### config.mk
export PLATFORM = sky130hd
export DESIGN_NAME = seg_spec_adder
export DESIGN_NICKNAME = d
export VERILOG_FILES = /design/src/rtl/seg_add_pkg.sv /design/src/rtl/seg_add_boundary.sv /design/src/rtl/seg_add_ctrl.sv /design/src/rtl/seg_spec_adder.sv
export SDC_FILE = /design/constraint.sdc
export NUM_CORES = 1
export LEC_CHECK = 0
export ABC_CLOCK_PERIOD_IN_PS = 18400
export BUFFER_PORTS_ARGS = -buffer_cell sky130_fd_sc_hd__buf_2
export CELL_PAD_IN_SITES_DETAIL_PLACEMENT = 0
export CELL_PAD_IN_SITES_GLOBAL_PLACEMENT = 1
export CORE_MARGIN = 4
export CORE_UTILIZATION = 45
export CTS_CLUSTER_SIZE = 40
export DETAILED_ROUTE_END_ITERATION = 16
export HOLD_SLACK_MARGIN = 0.1
export PLACE_DENSITY = 0.88
export RECOVER_POWER = 50
export SYNTH_ARGS = -nofsm -noshare
export SYNTH_HDL_FRONTEND = slang
export SYNTH_SLANG_ARGS = --single-unit
### constraint.sdc
create_clock -name clk -period 18.4 [get_ports clk]
set_clock_uncertainty 0.05 [all_clocks]
set_input_delay 0.92 -clock clk [delete_from_list [all_inputs] [get_ports clk]]
set_output_delay 0.92 -clock clk [all_outputs]
set_load 0.02 [all_outputs]
### src/rtl/seg_add_pkg.sv
package seg_add_pkg;
  typedef enum logic {
    ST_IDLE = 1'b0,
    ST_BUSY = 1'b1
  } add_state_e;
endpackage

### src/rtl/seg_add_boundary.sv
// Carry predictor for one internal cut: kill detection, history guess,
// switch-to-live after a miss, history refresh on completion.
module seg_add_boundary #(
  parameter int PAIRS = 1
) (
  input  logic             clk,
  input  logic             rst_n,
  input  logic [PAIRS-1:0] a_lo,
  input  logic [PAIRS-1:0] b_lo,
  input  logic             live_c,
  input  logic             masked,
  input  logic             load,
  input  logic             busy,
  input  logic             commit,
  output logic             used_c,
  output logic             en_raw
);
  logic prop_all;
  logic sel_live_q;
  logic hist_q;

  // all checked pairs differ: the chain may run through this cut
  assign prop_all = &(a_lo ^ b_lo);
  assign en_raw   = prop_all & ~sel_live_q & (hist_q ^ live_c);
  assign used_c   = (prop_all & ~sel_live_q) ? hist_q : live_c;

  always_ff @(posedge clk) begin
    if (!rst_n) begin
      sel_live_q <= 1'b0;
      hist_q     <= 1'b0;
    end else begin
      if (load)
        sel_live_q <= 1'b0;
      else if (busy && !commit && en_raw && !masked)
        sel_live_q <= 1'b1;
      if (commit)
        hist_q <= used_c;
    end
  end
endmodule

### src/rtl/seg_add_ctrl.sv
// Accept / evaluate / complete sequencing and cycle counting.
module seg_add_ctrl #(
  parameter int CW = 4
) (
  input  logic          clk,
  input  logic          rst_n,
  input  logic          in_valid,
  input  logic          pend,
  output logic          in_ready,
  output logic          load,
  output logic          busy,
  output logic          commit,
  output logic          done,
  output logic [CW-1:0] cycles
);
  import seg_add_pkg::*;

  add_state_e    st_q;
  logic [CW-1:0] cnt_q;

  assign in_ready = (st_q == ST_IDLE);
  assign busy     = (st_q == ST_BUSY);
  assign load     = in_valid & in_ready;
  assign commit   = busy & ~pend;

  always_ff @(posedge clk) begin
    if (!rst_n) begin
      st_q   <= ST_IDLE;
      cnt_q  <= '0;
      done   <= 1'b0;
      cycles <= '0;
    end else begin
      done <= commit;
      unique case (st_q)
        ST_IDLE: if (load) begin
          st_q  <= ST_BUSY;
          cnt_q <= CW'(1);
        end
        ST_BUSY: if (commit) begin
          st_q   <= ST_IDLE;
          cycles <= cnt_q;
        end else begin
          cnt_q <= cnt_q + CW'(1);
        end
        default: st_q <= ST_IDLE;
      endcase
    end
  end
endmodule

### src/rtl/seg_spec_adder.sv
// Segmented ripple adder with per-cut carry prediction.
module seg_spec_adder #(
  parameter int WIDTH = 32,
  parameter int SEGS  = 8,
  parameter int PAIRS = 1,
  parameter int KW    = $clog2(SEGS),
  parameter int CW    = $clog2(SEGS + 1)
) (
  input  logic             clk,
  input  logic             rst_n,
  input  logic             in_valid,
  output logic             in_ready,
  input  logic [WIDTH-1:0] in_a,
  input  logic [WIDTH-1:0] in_b,
  input  logic [KW-1:0]    in_approx_k,
  output logic             out_done,
  output logic [WIDTH-1:0] out_sum,
  output logic [CW-1:0]    out_cycles
);
  localparam int SEG_W = WIDTH / SEGS;
  localparam int NCUT  = SEGS - 1;

  logic [WIDTH-1:0] a_q, b_q, sum_c;
  logic [KW-1:0]    k_q;
  logic             load, busy, commit;
  logic [NCUT-1:0]  en_vec, mask_vec;
  logic             seg_cin  [SEGS];
  logic             seg_cout [NCUT];

  always_ff @(posedge clk) begin
    if (!rst_n) begin
      a_q     <= '0;
      b_q     <= '0;
      k_q     <= '0;
      out_sum <= '0;
    end else begin
      if (load) begin
        a_q <= in_a;
        b_q <= in_b;
        k_q <= in_approx_k;
      end
      if (commit)
        out_sum <= sum_c;
    end
  end

  assign seg_cin[0] = 1'b0;

  for (genvar s = 0; s < SEGS; s++) begin : g_seg
    localparam int LO  = s * SEG_W;
    localparam int MSB = LO + SEG_W - 1;
    logic [SEG_W-1:0] part;
    assign part = a_q[LO +: SEG_W] + b_q[LO +: SEG_W]
                + {{(SEG_W-1){1'b0}}, seg_cin[s]};
    assign sum_c[LO +: SEG_W] = part;
    if (s < NCUT) begin : g_cout
      // carry into the top bit recovered from its sum bit
      assign seg_cout[s] = (a_q[MSB] & b_q[MSB])
                         | ((a_q[MSB] ^ b_q[MSB]) & (part[SEG_W-1] ^ a_q[MSB] ^ b_q[MSB]));
    end
  end

  for (genvar c = 0; c < NCUT; c++) begin : g_cut
    localparam int POS = (c + 1) * SEG_W;
    localparam logic [KW-1:0] CIDX = KW'(c);
    assign mask_vec[c] = (CIDX < k_q);
    seg_add_boundary #(.PAIRS(PAIRS)) u_cut (
      .clk    (clk),
      .rst_n  (rst_n),
      .a_lo   (a_q[POS-1 -: PAIRS]),
      .b_lo   (b_q[POS-1 -: PAIRS]),
      .live_c (seg_cout[c]),
      .masked (mask_vec[c]),
      .load   (load),
      .busy   (busy),
      .commit (commit),
      .used_c (seg_cin[c+1]),
      .en_raw (en_vec[c])
    );
  end

  seg_add_ctrl #(.CW(CW)) u_ctrl (
    .clk      (clk),
    .rst_n    (rst_n),
    .in_valid (in_valid),
    .pend     (|(en_vec & ~mask_vec)),
    .in_ready (in_ready),
    .load     (load),
    .busy     (busy),
    .commit   (commit),
    .done     (out_done),
    .cycles   (out_cycles)
  );
endmodule

# After elaboration in Yosys (flattened, before gate mapping)

Index checks and enable logic that the tools add are counted.

Output and inout bits: 38
Logic and storage cells: 164
Bits in registers: 123

Reductions and logical operators: 27
$add $sub $neg: 16
Bitwise logic cells: 77
Equality and inequality tests: 2
Magnitude comparators: 7
Multiplexer cells: 13

Operators with widths:

| operator                                                            | number |
|---|---|
| 4-bit adder                                                         | 8 |
| 1-bit bitwise AND                                                   | 30 |
| 4-bit by 1-bit adder with 4-bit output                              | 7 |
| 1-bit XOR                                                           | 28 |
| 1-bit logical AND                                                   | 15 |
| 1-bit inverter                                                      | 10 |
| 3-bit < comparator, first input constant                            | 3 |
| 1-bit 2-to-1 mux                                                    | 9 |
| 1-bit logical NOT                                                   | 8 |
| 4-bit 2-to-1 mux                                                    | 2 |
| 4-bit one-hot mux with 2 select lines                               | 1 |
| 7-bit bitwise AND                                                   | 1 |
| 7-bit inverter                                                      | 1 |
| 1-bit OR                                                            | 7 |
| 7-bit OR reduction                                                  | 1 |
| 1-bit by 3-bit < comparator with 1-bit output, first input constant | 2 |
| 2-bit by 3-bit < comparator with 1-bit output, first input constant | 2 |
| 4-bit by 1-bit adder with 4-bit output, second input constant       | 1 |
| 2-bit inequality test, second input constant                        | 2 |
| 2-bit AND reduction                                                 | 2 |
| 1-bit one-hot mux with 2 select lines                               | 1 |
| 2-bit OR reduction                                                  | 1 |

# Depth between registers and ports, before layout

Depth after elaboration: 51
Gate-level depth with buffers: 41
Mapped depth without buffers: 41

# Hierarchy

A second synthesis with hierarchy kept.

Cell total of the unflattened synthesis: 633
Area, all modules: 6,347.3 um^2

Modules (own cells, without submodules):

| module           | cells an instance | sequential area each (um^2) | area each (um^2) | instances |
|---|---|---|---|---|
| seg_spec_adder   | 463               | 1,981.9                     | 4,852.2          | 1 |
| seg_add_boundary | 18                | 40.0                        | 151.4            | 7 |
| seg_add_ctrl     | 44                | 200.2                       | 435.4            | 1 |

# Worst setup path after synthesis

No wires, ideal clock.

Kind: register to register
From: register a_q[1]
To: register out_sum[29]
Data required time: 18,264 ps
Cell stages (with the launch flop): 40
Setup slack: 8,007 ps
Path buffers: 0
Library setup time: 86 ps
Arrival time: 10,257 ps
Period minus slack after synthesis: 10,393 ps
Cells stage by stage: dfxtp_1 ha_1 a21o_1 a21oi_1 a21oi_1 maj3_1 fa_1 a21o_1 a21oi_1 a21oi_1 maj3_1 fa_1 a211oi_1 o21bai_1 a21oi_1 maj3_1 fa_1 a21o_1 [... 4 more ...] a21o_1 a21oi_1 a21oi_1 maj3_1 fa_1 a21o_1 a21oi_4 a21oi_1 maj3_1 fa_1 a21o_1 a21oi_2 a21oi_1 maj3_1 fa_1 inv_1 fa_1 a211oi_1

Elaborated cells on any way between the ends: 61

RTL lines:

| item                                   | RTL line               | RTL |
|---|---|---|
| start, declared                        | seg_spec_adder.sv:23   | `logic [WIDTH-1:0] a_q, b_q, sum_c;` |
| start signal, assigned                 | seg_spec_adder.sv:38   | `a_q <= in_a;` |
| 4-bit adder                            | seg_spec_adder.sv:53   | `assign part = a_q[LO +: SEG_W] + b_q[LO +: SEG_W]` |
| 1-bit XOR (2 in a row)                 | seg_spec_adder.sv:59   | `\| ((a_q[MSB] ^ b_q[MSB]) & (part[SEG_W-1] ^ a_q[MSB] ^ b_q[MSB]));` |
| 1-bit bitwise AND                      | seg_spec_adder.sv:59   |  |
| 1-bit OR                               | seg_spec_adder.sv:59   |  |
| 1-bit 2-to-1 mux                       | seg_add_boundary.sv:25 | `assign used_c = (prop_all & ~sel_live_q) ? hist_q : live_c;` |
| via g_cut[0].u_cut.used_c              | seg_add_boundary.sv:15 | `output logic used_c,` |
| 4-bit by 1-bit adder with 4-bit output | seg_spec_adder.sv:54   | `+ {{(SEG_W-1){1'b0}}, seg_cin[s]};` |
| 1-bit XOR (2 in a row)                 | seg_spec_adder.sv:59   |  |
| [... 3 more ...]                       | --                     |  |
| via g_cut[1].u_cut.used_c              | seg_add_boundary.sv:15 |  |
| [... 6 more ...]                       | --                     |  |
| via g_cut[2].u_cut.used_c              | seg_add_boundary.sv:15 |  |
| [... 6 more ...]                       | --                     |  |
| via g_cut[3].u_cut.used_c              | seg_add_boundary.sv:15 |  |
| [... 6 more ...]                       | --                     |  |
| via g_cut[4].u_cut.used_c              | seg_add_boundary.sv:15 |  |
| [... 6 more ...]                       | --                     |  |
| via g_cut[5].u_cut.used_c              | seg_add_boundary.sv:15 |  |
| 4-bit by 1-bit adder with 4-bit output | seg_spec_adder.sv:54   |  |
| 1-bit XOR (2 in a row)                 | seg_spec_adder.sv:59   |  |
| 1-bit bitwise AND                      | seg_spec_adder.sv:59   |  |
| 1-bit OR                               | seg_spec_adder.sv:59   |  |
| 1-bit 2-to-1 mux                       | seg_add_boundary.sv:25 |  |
| via g_cut[6].u_cut.used_c              | seg_add_boundary.sv:15 |  |
| 4-bit by 1-bit adder with 4-bit output | seg_spec_adder.sv:54   |  |
| end signal, assigned                   | seg_spec_adder.sv:43   | `out_sum <= sum_c;` |
| end, declared                          | seg_spec_adder.sv:17   | `output logic [WIDTH-1:0] out_sum,` |

The timed path passes the listed nets, and every way through them passes these cells.
A chain may end at the register's enable or synchronous reset.

# Final worst setup path

From: register a_q[1]
To: register out_sum[23]

Longest elaborated chain between the ends: 47
Elaborated cells on any way between the ends: 59

Ends and longest elaborated chain:

| item                                   | RTL line               | RTL |
|---|---|---|
| 4-bit adder                            | seg_spec_adder.sv:53   |  |
| 1-bit XOR (2 in a row)                 | seg_spec_adder.sv:59   |  |
| 1-bit bitwise AND                      | seg_spec_adder.sv:59   |  |
| 1-bit OR                               | seg_spec_adder.sv:59   |  |
| 1-bit 2-to-1 mux                       | seg_add_boundary.sv:25 |  |
| via g_cut[0].u_cut.used_c              | seg_add_boundary.sv:15 |  |
| 4-bit by 1-bit adder with 4-bit output | seg_spec_adder.sv:54   |  |
| 1-bit XOR (2 in a row)                 | seg_spec_adder.sv:59   |  |
| [... 3 more ...]                       | --                     |  |
| via g_cut[1].u_cut.used_c              | seg_add_boundary.sv:15 |  |
| [... 6 more ...]                       | --                     |  |
| via g_cut[2].u_cut.used_c              | seg_add_boundary.sv:15 |  |
| [... 6 more ...]                       | --                     |  |
| via g_cut[3].u_cut.used_c              | seg_add_boundary.sv:15 |  |
| [... 6 more ...]                       | --                     |  |
| via g_cut[4].u_cut.used_c              | seg_add_boundary.sv:15 |  |
| [... 6 more ...]                       | --                     |  |
| via g_cut[5].u_cut.used_c              | seg_add_boundary.sv:15 |  |
| [... 3 more ...]                       | --                     |  |
| 1-bit bitwise AND                      | seg_spec_adder.sv:59   |  |
| 1-bit OR                               | seg_spec_adder.sv:59   |  |
| 1-bit XOR                              | seg_add_boundary.sv:24 | `assign en_raw = prop_all & ~sel_live_q & (hist_q ^ live_c);` |
| 1-bit bitwise AND                      | seg_add_boundary.sv:24 |  |
| 7-bit bitwise AND                      | seg_spec_adder.sv:86   | `.pend (\|(en_vec & ~mask_vec)),` |
| 7-bit OR reduction                     | seg_spec_adder.sv:86   |  |
| 1-bit inverter                         | seg_add_ctrl.sv:24     | `assign commit = busy & ~pend;` |
| 1-bit bitwise AND                      | seg_add_ctrl.sv:24     |  |

The timed path passes the listed nets, and every way through them passes these cells.

==> flow_summary.yaml <==
power_and_ir_drop:
  power_leakage_nw: 2.827
  powerDensity_mw_per_mm2: 107.1
  vdd_drop_max_v: 0.00006834
  fin_total_pwr_mw: 0.7467
finish:
  diodes: 0
  final_core_util_pct: 55.47
  area_growth_pct: 21.32
  layoutNonFillerInstCount: 930
  drive_gt1_share_pct: 15.70
  finalNetCount: 848
sta:
  fin_crit_sh_pct: 63.54
  post-route-worst-setup-slack_ns: 6.709
  setup_viol: 0
  fin_tns_setup_ns: 0
  max_freq_mhz: 85.53
  fin_crit_ns: 11.69
  worstMarginPinSlew_ns: 2.575
  final-max-slew-violation-count: 160
  hold_viol: 0
  slew_headroom_pct: -71.68
  rsz0062_at_grt: "false"
run:
  drv_cap: 3
floorplanning:
  die_y_um: 121.0
  start_util_pct: 45.72
  die_x_um: 121.0
  coreArea_mm2: 0.01257
  die_area_mm2: 0.01464
  num_rows: 41
  design.portCount: 108
global_routing:
  grt_pass1_vias: 4861
  antenna_found_initial: 0
  grt_max_degree: 62
  gr-usage-all-layers_pct: 19.44
  overflow: 0
  grt_pass1_wl_mm: 22.73
yosys:
  ys_types: 50
  synth_seq_cells: 123
  syn_avg_cell_area_um2: 8.828
  yosys_warnings: 0
  ys_seq_area_share_pct: 42.85
  netlist.area_leader.share_pct: 42.85
  synth_fp_nets: 754
  synth_area_leaders: "dfxtp_1 43%, nand2_1 13%, a21oi_1 7.6%, fa_1 5.2%, mux2i_1 4.9%"
  yosysTopAreaCell: "dfxtp_1"
  synthCells: 651
  synth_area_mm2: 0.005747
placement:
  port_buffers: 107
  hpwl_mm: 9.469
  post-place-ws_ns: 6.844
  dp_cells: 898
  gp_congestion: 0.7745
clocking:
  htree_num_levels: 4
  cts_hold_buf: 0
  clock_latency_ns: 0.42
  post_cts_buffers: 0
  clk_pin_slew_ns: 0.05
  cts-root-buf: "clkbuf_16"
  tritoncts: "yes"
  cts_num_sinks: 123
  cts-buffers-inserted: 17
  cts.repair.resized: 0
  cts_buffer_depth: 2
routing:
  detail-route-antenna-nets: 0
  remaining_drc_errors: 0
  first_pass_iters: 4
  initialDrtViolationCount: 185
  routed_via_density: 5.122
  drt-total-wl_mm: 13.74
  num_vias: 4763
  wl_per_cell_um: 14.77
setup_path:
  slowest_stage: "nor3_4"
  regToRegSetupSlack_ns: 6.71
  cp_common_cell: "a21oi_1"
  setup.worst_path.class: "flip-flop to flip-flop"
  worstPathMaxFanout: 20
  arrival_ns: 11.81
  reg2reg_from: "a_q[1]$_SDFFE_PN0P_"
  cp-endpoint: "out_sum[23]$_SDFFE_PN0P_"
  ff2ff_path_depth: 38
  cp_slowest_stage_delay_ns: 0.77
  crit_path_end_kind: "flip-flop"
  critPathLaunchType: "flip-flop"
  r2r-end: "out_sum[23]$_SDFFE_PN0P_"
  cp.required_ns: 18.52
  cp-startpoint: "a_q[1]$_SDFFE_PN0P_"
status:
  violations: "capacitance limit, slew limit"
  status: "finished, violations left"
min_path:
  hp-class: "flip-flop to flip-flop"
  worstHoldStart: "b_q[2]$_SDFFE_PN0P_"
## report_power, final
part / leakage (nW) / internal (mW) / switching [mW] / total [mW]
combinational: 1.50 / 0.0335 / 0.0538 / 0.0873
clock: 0.321 / 0.248 / 0.116 / 0.364
sequential: 1.01 / 0.283 / 0.0131 / 0.296
## logic make-up after synthesis
kind of cell,Yosys count,synth area share [%]
multiplexers,31,5.661
AND/OR/NAND/NOR,231,16.59
buffers and inverters,50,3.875
flip-flops,123,42.85
AO/OA/AOI/OAI,150,16.57
XOR/XNOR,26,4.093
adder cells (fa/ha/maj),40,10.36
## how the worst min path moves through the flow
stage / slack [ns] / endpoint / depth (start not counted)
finish: 0.41 / b_q[2]$_SDFFE_PN0P_ / 2
global route: 0.43 / b_q[30]$_SDFFE_PN0P_ / 2
CTS: 0.41 / b_q[2]$_SDFFE_PN0P_ / 2
detailed placement: 0.40 / out_sum[17]$_SDFFE_PN0P_ / 2
global placement: 0.40 / out_sum[2]$_SDFFE_PN0P_ / 2
floorplan: 0.39 / b_q[0]$_SDFFE_PN0P_ / 2
## routing by layer
layer	wire length [µm]	share of wire, %	track usage [%]
met1	6329	46	24.51
met4	255	1.9	8.357
met2	6463	47	31.89
met5	0	0	0
met3	690	5.0	4.476
## per-stage QoR
stage | cell area [µm²] | hold WS, ns
4_1_cts | 7034 | 0.4101
2_1_floorplan | 5747 | 0.3900
5_1_grt | 6972 | 0.4266
3_5_place_dp | 6385 | 0.4010
6_report | 6972 | 0.4082
3_3_place_gp | 6385 | 0.3980
## worst max-delay path, delay by kind of cell (launching register included)
| family | cells | cell delay, ns |
|---|---|---|
| adders and majority gates | 13 | 5.20 |
| AOI/OAI and AO/OA | 22 | 4.48 |
| and+or+nand+nor | 1 | 0.77 |
| buffers and inverters | 1 | 0.46 |
| DFF | 1 | 0.32 |
| xor gates and xnor gates | 1 | 0.16 |
## synth_stat cells, drive strengths merged
library cell and number:
a21oi 90, a21o 7, and2 1, xnor2 24
dfxtp 123, nand2 193, or3 2, xor2 2
a2111o 1, or4 2, buf 12, a21boi 1
nor3 5, fa 15, maj3 7, a31oi 17
o21ai 4, clkbuf 27, o21bai 1, inv 11
a211o 1, a41oi 1, nor4b 2, a211oi 21
o211ai 3, mux2 2, nand3 5, a32oi 1
nor2b 1, or4b 1, mux2i 29, nor4 2
o22ai 1, a2111oi 1, nor3b 2, and4b 1
nor2 14, ha 18
## flip-flops by register name, summed over array words and instances, names as in the netlist
name                    flops
g_cut.u_cut.sel_live_q      7
g_cut.u_cut.hist_q          7
u_ctrl.cycles               4
a_q                        32
u_ctrl.busy                 1
out_sum                    32
b_q                        32
u_ctrl.done                 1
u_ctrl.cnt_q                4
k_q                         3
## layout by cell type (no fill, tap or decap), types with 11 or more instances in the layout
cell       instances
mux2i_1           28
clkbuf_16         17
nand2_1          193
fa_1              15
a31oi_1           17
ha_1              18
inv_1             11
a211oi_1          15
nor2_1            14
buf_2             68
a21oi_1           87
clkbuf_1          45
dfxtp_1          123
xnor2_1           23
## area by class of cell
type                            count  area (µm²)
Clock inverter                      6       130.1
Multi-Input combinational cell    478        3075
Sequential cell                   123        2462
Inverter                           11       41.29
Clock buffer                       26       519.2
Timing Repair Buffer              114       528.0
Tap cell                          172       215.2
Fill cell                        1208        5597
No activity file was read; power rests on OpenSTA's default activity.
